--- config.mk ---
export PLATFORM = sky130hd
export DESIGN_NAME = padCrcTx
export DESIGN_NICKNAME = d
export VERILOG_FILES = /design/src/rtl/padCrcPkg.sv /design/src/rtl/padCrcData.sv /design/src/rtl/padCrcCtrl.sv /design/src/rtl/padCrcTx.sv
export SDC_FILE = /design/constraint.sdc
export NUM_CORES = 1
export LEC_CHECK = 0
export BUFFER_PORTS_ARGS = -buffer_cell sky130_fd_sc_hd__buf_2
export CAP_MARGIN = 20
export CORE_UTILIZATION = 45
export DETAILED_ROUTE_END_ITERATION = 6
export GPL_ROUTABILITY_DRIVEN = 0
export REMOVE_ABC_BUFFERS = 1
export SLEW_MARGIN = 25
export SYNTH_ARGS = -nofsm -noshare
export SYNTH_HDL_FRONTEND = slang
export SYNTH_HIERARCHICAL = 1
export SYNTH_SLANG_ARGS = --single-unit
--- constraint.sdc ---
create_clock -name clk -period 3.3 [get_ports clk]
set_input_delay 0.165 -clock clk [delete_from_list [all_inputs] [get_ports clk]]
set_output_delay 0.165 -clock clk [all_outputs]
set_load 0.01 [all_outputs]
--- src/rtl/padCrcPkg.sv ---
package padCrcPkg;

  localparam logic [31:0] CRC_POLY = 32'hEDB88320;
  localparam int          CRC_BYTES = 4;

  typedef enum logic [1:0] {
    ST_PASS,
    ST_PAD,
    ST_CRC
  } ctrlState_e;

  // strobes from control to datapath
  typedef struct packed {
    logic       loadIn;
    logic       loadPad;
    logic       loadCrc;
    logic [1:0] crcSel;
  } dpStrobe_t;

  function automatic logic [31:0] crcStep(input logic [31:0] crcIn,
                                          input logic [7:0]  dataIn);
    logic [31:0] c;
    c = crcIn ^ {24'd0, dataIn};
    for (int b = 0; b < 8; b++) begin
      c = c[0] ? ((c >> 1) ^ CRC_POLY) : (c >> 1);
    end
    return c;
  endfunction

endpackage

--- src/rtl/padCrcData.sv ---
module padCrcData
  import padCrcPkg::*;
#(
  parameter int MIN_FRAME = 64
) (
  input  logic       clk,
  input  logic       rstN,
  input  dpStrobe_t  strobe,
  input  logic [7:0] inData,
  input  logic       inFirst,
  input  logic       inLast,
  input  logic       inNoPad,
  input  logic       inNoCrc,
  input  logic       outReady,
  output logic       outValid,
  output logic [7:0] outData,
  output logic       outFirst,
  output logic       outLast,
  output logic       loadOk,
  output logic       needPad,
  output logic       needCrc,
  output logic       padDone
);

  localparam int PAD_TARGET = MIN_FRAME - CRC_BYTES;
  localparam int CNT_W      = $clog2(PAD_TARGET + 1);

  logic [CNT_W-1:0] lenQ;
  logic [CNT_W-1:0] lenAfter;
  logic [31:0]      crcQ;
  logic [31:0]      crcSeed;
  logic [31:0]      crcShift;
  logic             noPadQ;
  logic             noCrcQ;
  logic             startNow;
  logic             effNoPad;
  logic             effNoCrc;
  logic             shortAfter;

  assign loadOk   = !outValid || outReady;
  assign startNow = strobe.loadIn && inFirst;
  assign effNoPad = startNow ? inNoPad : noPadQ;
  assign effNoCrc = startNow ? inNoCrc : noCrcQ;
  assign crcSeed  = startNow ? 32'hFFFFFFFF : crcQ;
  assign crcShift = ~crcQ >> {strobe.crcSel, 3'b000};

  // frame length once the byte loaded this cycle is counted (saturating)
  always_comb begin
    if (startNow)                           lenAfter = CNT_W'(1);
    else if (lenQ == CNT_W'(PAD_TARGET))    lenAfter = lenQ;
    else                                    lenAfter = lenQ + CNT_W'(1);
  end

  assign shortAfter = lenAfter < CNT_W'(PAD_TARGET);
  assign needPad    = !effNoPad && shortAfter;
  assign needCrc    = !effNoCrc || needPad;
  assign padDone    = !shortAfter;

  always_ff @(posedge clk or negedge rstN) begin
    if (!rstN) begin
      outValid <= 1'b0;
      outData  <= '0;
      outFirst <= 1'b0;
      outLast  <= 1'b0;
      crcQ     <= 32'hFFFFFFFF;
      lenQ     <= '0;
      noPadQ   <= 1'b0;
      noCrcQ   <= 1'b0;
    end else begin
      if (strobe.loadIn) begin
        outData  <= inData;
        outFirst <= inFirst;
        outLast  <= inLast && !needCrc;
        crcQ     <= crcStep(crcSeed, inData);
        lenQ     <= lenAfter;
        if (inFirst) begin
          noPadQ <= inNoPad;
          noCrcQ <= inNoCrc;
        end
      end else if (strobe.loadPad) begin
        outData  <= 8'h00;
        outFirst <= 1'b0;
        outLast  <= 1'b0;
        crcQ     <= crcStep(crcQ, 8'h00);
        lenQ     <= lenAfter;
      end else if (strobe.loadCrc) begin
        outData  <= crcShift[7:0];
        outFirst <= 1'b0;
        outLast  <= (strobe.crcSel == 2'd3);
      end

      if (strobe.loadIn || strobe.loadPad || strobe.loadCrc) outValid <= 1'b1;
      else if (outReady)                                      outValid <= 1'b0;
    end
  end

endmodule

--- src/rtl/padCrcCtrl.sv ---
module padCrcCtrl
  import padCrcPkg::*;
(
  input  logic      clk,
  input  logic      rstN,
  input  logic      inValid,
  input  logic      inLast,
  input  logic      loadOk,
  input  logic      needPad,
  input  logic      needCrc,
  input  logic      padDone,
  output logic      inReady,
  output dpStrobe_t strobe
);

  ctrlState_e stateQ, stateNext;
  logic [1:0] crcIdxQ;

  always_comb begin
    strobe  = '0;
    inReady = 1'b0;
    unique case (stateQ)
      ST_PASS: begin
        inReady       = loadOk;
        strobe.loadIn = inValid && loadOk;
      end
      ST_PAD:  strobe.loadPad = loadOk;
      ST_CRC: begin
        strobe.loadCrc = loadOk;
        strobe.crcSel  = crcIdxQ;
      end
      default: ;
    endcase
  end

  always_comb begin
    stateNext = stateQ;
    unique case (stateQ)
      ST_PASS: if (inValid && loadOk && inLast)
                 stateNext = needPad ? ST_PAD : (needCrc ? ST_CRC : ST_PASS);
      ST_PAD:  if (loadOk && padDone) stateNext = ST_CRC;
      ST_CRC:  if (loadOk && crcIdxQ == 2'd3) stateNext = ST_PASS;
      default: stateNext = ST_PASS;
    endcase
  end

  always_ff @(posedge clk or negedge rstN) begin
    if (!rstN) begin
      stateQ  <= ST_PASS;
      crcIdxQ <= 2'd0;
    end else begin
      stateQ <= stateNext;
      if (strobe.loadCrc) crcIdxQ <= crcIdxQ + 2'd1;
    end
  end

endmodule

--- src/rtl/padCrcTx.sv ---
module padCrcTx
  import padCrcPkg::*;
#(
  parameter int MIN_FRAME = 64
) (
  input  logic       clk,
  input  logic       rstN,
  input  logic       inValid,
  output logic       inReady,
  input  logic [7:0] inData,
  input  logic       inFirst,
  input  logic       inLast,
  input  logic       inNoPad,
  input  logic       inNoCrc,
  output logic       outValid,
  input  logic       outReady,
  output logic [7:0] outData,
  output logic       outFirst,
  output logic       outLast
);

  dpStrobe_t strobe;
  logic      loadOk;
  logic      needPad;
  logic      needCrc;
  logic      padDone;

  padCrcCtrl ctrl (
    .clk     (clk),
    .rstN    (rstN),
    .inValid (inValid),
    .inLast  (inLast),
    .loadOk  (loadOk),
    .needPad (needPad),
    .needCrc (needCrc),
    .padDone (padDone),
    .inReady (inReady),
    .strobe  (strobe)
  );

  padCrcData #(.MIN_FRAME(MIN_FRAME)) data (
    .clk      (clk),
    .rstN     (rstN),
    .strobe   (strobe),
    .inData   (inData),
    .inFirst  (inFirst),
    .inLast   (inLast),
    .inNoPad  (inNoPad),
    .inNoCrc  (inNoCrc),
    .outReady (outReady),
    .outValid (outValid),
    .outData  (outData),
    .outFirst (outFirst),
    .outLast  (outLast),
    .loadOk   (loadOk),
    .needPad  (needPad),
    .needCrc  (needCrc),
    .padDone  (padDone)
  );

endmodule

**Yosys cells after proc, flatten, opt, wreduce, memory -nomap -nowiden**

Cells that the tools add are included.

- Register bits after elaboration: 55
- Bits in latches: 0
- Bits in writable memories: 0
- ROM bits: 0
- Input port bits: 16
- Output and inout port bits: 12
- Logic and storage cells: 108
- Memories kept: 0

- Add/subtract/negate cells: 2
- Multiply operators: 0
- Div/mod/pow operators: 0
- Magnitude comparators: 1
- Equality and inequality tests: 8
- Shift-type cells: 1
- Mux-type cells: 46
- Bitwise logic cells: 18
- Reductions and logical operators: 22

Operators by type and width:

| operator | number |
|---|---|
| two-way mux 32 bit | 19 |
| inverter 13 -> 14 bit | 16 |
| inverter 32 bit | 1 |
| right shift 32 x 5 -> 8 bit | 1 |
| XOR 32 x 8 -> 32 bit | 1 |
| two-way mux 6 bit | 4 |
| two-way mux 8 bit | 3 |
| two-way mux 1 bit | 13 |
| two-way mux 2 bit | 5 |
| logical AND 1 bit | 7 |
| adder 6 x 1 -> 6 bit (second input constant) | 1 |
| equality test 2 bit (second input constant) | 3 |
| equality test 6 bit (second input constant) | 1 |
| less-than comparator 6 bit (second input constant) | 1 |
| != test 2 x 1 -> 1 bit (second input constant) | 3 |
| case mux 2 bit (3 select lines) | 1 |
| logical NOT 1 bit | 5 |
| logical OR 1 bit | 4 |
| nonzero test 2 bit | 2 |
| two-way mux 3 bit | 1 |
| AND reduction 3 bit | 1 |
| nonzero test 3 bit | 1 |
| adder 2 x 1 -> 2 bit (second input constant) | 1 |
| equality test 2 x 1 -> 1 bit (second input constant) | 1 |
| 2 further kinds | 2 |

**Logic depth before layout (Yosys ltp)**

- Word-level depth: 24
- Gate-level depth with buffers: 11
- Gate-level depth less buffers: 8

**Modules after synthesis**

The synthesis kept the hierarchy.

By module, submodules not included:

| module | instances | cells an instance | area each (µm²) | seq. area each (µm²) |
|---|---|---|---|---|
| padCrcData | 1 | 465 | 4287.9 | 1316.3 |
| padCrcCtrl | 1 | 22 | 250.2 | 100.1 |

**Least setup slack after synthesis**

No wires, ideal clock.

- Kind: flip-flop to flip-flop
- Start point: reg data.outValid
- End point: reg data.crcQ[19]
- Setup time: 0.073 ns
- Arrival: 2.534 ns
- Required time: 3.227 ns
- Slack: 0.693 ns
- Cell stages (with the launch flop): 11
- Buffers on the path: 2
- Period minus slack after synthesis: 2.607 ns
- Cell sequence: dfrtp_1 -> nand2b_1 -> and4bb_4 -> buf_6 -> and2_4 -> buf_6 -> nor2_4 -> xnor2_4 -> xnor3_2 -> xnor3_1 -> a21oi_1

RTL lines:

| item | line | text |
|---|---|---|
| from (decl) | padCrcData.sv:15 | `output logic outValid,` |
| from (signal assigned) | padCrcData.sv:61 | `outValid <= 1'b0;` |
| from (signal assigned) | padCrcData.sv:92 | `if (strobe.loadIn \|\| strobe.loadPad \|\| strobe.loadCrc) outValid <= 1'b1;` |
| from (signal assigned) | padCrcData.sv:93 | `else if (outReady) outValid <= 1'b0;` |
| to (signal assigned) | padCrcData.sv:74 | `crcQ <= crcStep(crcSeed, inData);` |
| to (signal assigned) | padCrcData.sv:84 | `crcQ <= crcStep(crcQ, 8'h00);` |
| to (decl) | padCrcData.sv:30 | `logic [31:0] crcQ;` |

==> qor.csv <==
stage;metric;value;unit
run_status;outcome;complete, no violations;
grt;antenna_found_initial;0;
yosys;yosysTopAreaCellShare;18.5;%
grt;grt_pass1_wl;18500;um
clocking;cts_buffers;5;
yosys;yosys.area_share.simple;14.1;%
yosys;synth_edf_count;0;
clocking;cts.sinks;55;
routing;first_pass_iters;4;
sta;slew_violations;0;
finish;final_cells;626;
routing;drt_iter0_markers;177;
worst_setup_path;cp_cell_sequence;nand2b_1, and4bb_4, and2_4, nor2_4, xnor2_4, xnor3_2, xnor3_1, a21oi_1;
grt;grtUsageTotal;23.6;%
worst_setup_path;cp_slowest_cell;xnor3_2;
worst_setup_path;cp-end-kind;flop;
yosys;yosysSeqAreaShare;31.2;%
routing;wl_per_cell;18.1;um
floorplanning;dieArea;0.0105;mm^2
yosys;synth_area_leader_cell;dfstp_2;
sta;fin_hold_ws;0.0631;ns
floorplanning;initial_utilization;46.4;%
sta;period_minus_slack;2.84;ns
finish;syn_to_final_growth;6.09;%
sta;hold_viol_final;0;
clocking;cts_root_buffer;clkbuf_8;
finish;final_core_util;49.3;%
floorplanning;row_count;36;
worst_setup_path;slowest_delay;0.52;ns
grt;grt-ovfl-total;0;
worst_setup_path;cp_max_fo;19;
floorplanning;pin_count;28;
yosys;synth_compound_area_share;12.2;%
yosys;synth_adder_area_share;0.827;%
place;place.port_buffers;27;
routing;routed_wl;11300;um
grt;grt_max_degree;56;
worst_setup_path;worst-path-buf-inv;0;
clocking;path_clk_slew;0.11;ns
yosys;synth_mux_area_share;5.85;%
floorplanning;coreArea;0.00977;mm^2
sta;period_share;85.9;%
yosys;syn-cell-area;0.00454;mm^2
sta;max_freq;353;MHz
routing;drc;0;
finish;final_nets;511;
sta;relSlewSlack;48.0;%
worst_setup_path;crit_family;XOR/XNOR gates;
place;hpwl;8210;um
worst_setup_path;cp.arrival;3.07;ns
min_path;worst_hold_path_type;input port to flop;
worst_setup_path;start_kind;flop;
sta;finalSetupViolCount;0;
run;cap_violations;0;
clocking;clockBufferDepth;2;
finish;drive_above_1_share;21.9;%
yosys;synth-xor-area-share;31.5;%
finish;n_antenna_cell;0;
floorplanning;die_w;102;um
yosys;synth_ff_type;dfstp_2;
finish;num-fill-cells;948;
clocking;worstSkewPairLatency;0.32;ns
yosys;ys.warnings.count;6;
routing;drtAntennaViolNets;0;
clocking;htree_levels;2;
sta;rsz0062_at_grt;false;
clocking;cts_resized;0;
floorplanning;die_h;102;um
sta;skew;0.0149;ns
yosys;async_reset_ff_share;100;%
place;dp_cells;617;
yosys;synth.avg_cell_area;9.32;um^2
routing;vias;3396;
yosys;synth_top_family_by_area;XOR/XNOR gates;
yosys;syn_inst;487;
worst_setup_path;cp.required;3.54;ns
clocking;cts_tree;built;
grt;grt_pass1_vias;3419;
worst_setup_path;critPathKind;flop to flop;
yosys;ys_types;55;
sta;tightest_slew;0.779;ns
yosys;synth_seq_cells;55;
sta;setup_tns;0;ns
routing;viasPerCell;5.42;
yosys;synthTopCellsByArea;dfstp_2, xnor2_1, dfrtp_1, xor2_1, nand2_1;
-- repair_timing --
action,CTS,global route
buffers inserted,0,0
hold buffers,1,0
setup endpoints to repair,0,0
endpoints found under the hold margin,7,0
-- final timing paths --
check                               from       endpoint  slack, ns  depth (start not counted)
max in group asynchronous           rstN  data/crcQ[12]       1.98                          3
max reg2reg                data/outValid  data/crcQ[19]       0.46                          8
min in group asynchronous           rstN   data/outLast       0.45                          2
min                              inNoCrc    data/noCrcQ       0.06                          3
min reg2reg                data/outFirst  data/outFirst       0.48                          2
max                        data/outValid  data/crcQ[19]       0.46                          8
-- Yosys cell counts, types with 8 or more instances --
| master | n |
|---|---|
| dfrtp_1 | 23 |
| nand2_1 | 54 |
| nor2_1 | 48 |
| xor2_1 | 31 |
| xnor2_1 | 90 |
| mux4_2 | 8 |
| o21ai_0 | 37 |
| nor2b_1 | 13 |
| a211oi_1 | 14 |
| a21oi_1 | 33 |
| dfstp_2 | 32 |
| clkbuf_1 | 20 |
-- worst register-to-register path: stages (launching register included) --
cell      delay (ns)
dfrtp_1         0.40
nand2b_1        0.22
and4bb_4        0.34
and2_4          0.31
nor2_4          0.09
xnor2_4         0.35
xnor3_2         0.52
xnor3_1         0.38
a21oi_1         0.15
-- metrics by stage --
| stage | area [um^2] | setup WS (ns) |
|---|---|---|
| finish | 4810 | 0.465 |
| global route | 4810 | 0.319 |
| CTS | 4810 | 0.465 |
| detailed placement | 4720 | 0.505 |
| global placement | 4720 | 0.608 |
| floorplan | 4350 | 0.276 |
-- area by class of cell --
cell class / instances / area [um^2] / share of cell area [%]
Tap cell: 133 / 166 / 3.46
Sequential cell: 55 / 1420 / 29.4
Timing Repair Buffer: 36 / 205 / 4.26
Clock inverter: 2 / 16.3 / 0.338
Multi-Input combinational cell: 391 / 2930 / 60.8
Clock buffer: 6 / 72.6 / 1.51
Inverter: 3 / 11.3 / 0.234
-- cell families after synthesis --
group	count (synthesis)
adders and majority gates	3
muxes	16
and+or+nand+nor	138
buffers and inverters	41
AOI/OAI and AO/OA	95
DFF	55
xor gates and xnor gates	139
-- cell usage in the layout (no fill, tap or decap), types with 3 or more instances in the layout --
master	Yosys	layout
dfstp_2	32	32
xnor2_1	90	90
buf_2	3	27
clkbuf_8	0	5
mux2i_1	7	7
mux4_2	8	8
nor2b_1	13	13
buf_4	4	8
nor2_1	48	48
a211oi_1	14	14
xnor3_1	3	3
xnor2_2	6	6
xor2_1	31	31
dfrtp_1	23	23
a21oi_1	33	33
xor2_2	3	3
inv_1	3	3
ha_1	3	3
nand2_1	54	54
o21ai_0	37	37
xnor2_4	4	4
-- layer usage --
metal  track usage (%)  share of wire, %  wire length, um  up-vias
met5                 0                 0                0        -
met4              7.14               1.7              192        0
met1              31.5                45             5150     1672
met3              2.53               3.9              437       14
li1                  -                 -                -     1623
met2              40.2                49             5560       87
-- state kept, by name, indices dropped and copies added, names as in the netlist --
name           flops
ctrl/stateQ        2
data/crcQ         32
data/lenQ          6
data/outFirst      1
data/noCrcQ        1
ctrl/crcIdxQ       2
data/outLast       1
data/outValid      1
data/outData       8
data/noPadQ        1
Power is left out: the tool's default activity adds up to more than one toggle a clock period on the data nets, which glitch-free logic cannot reach.
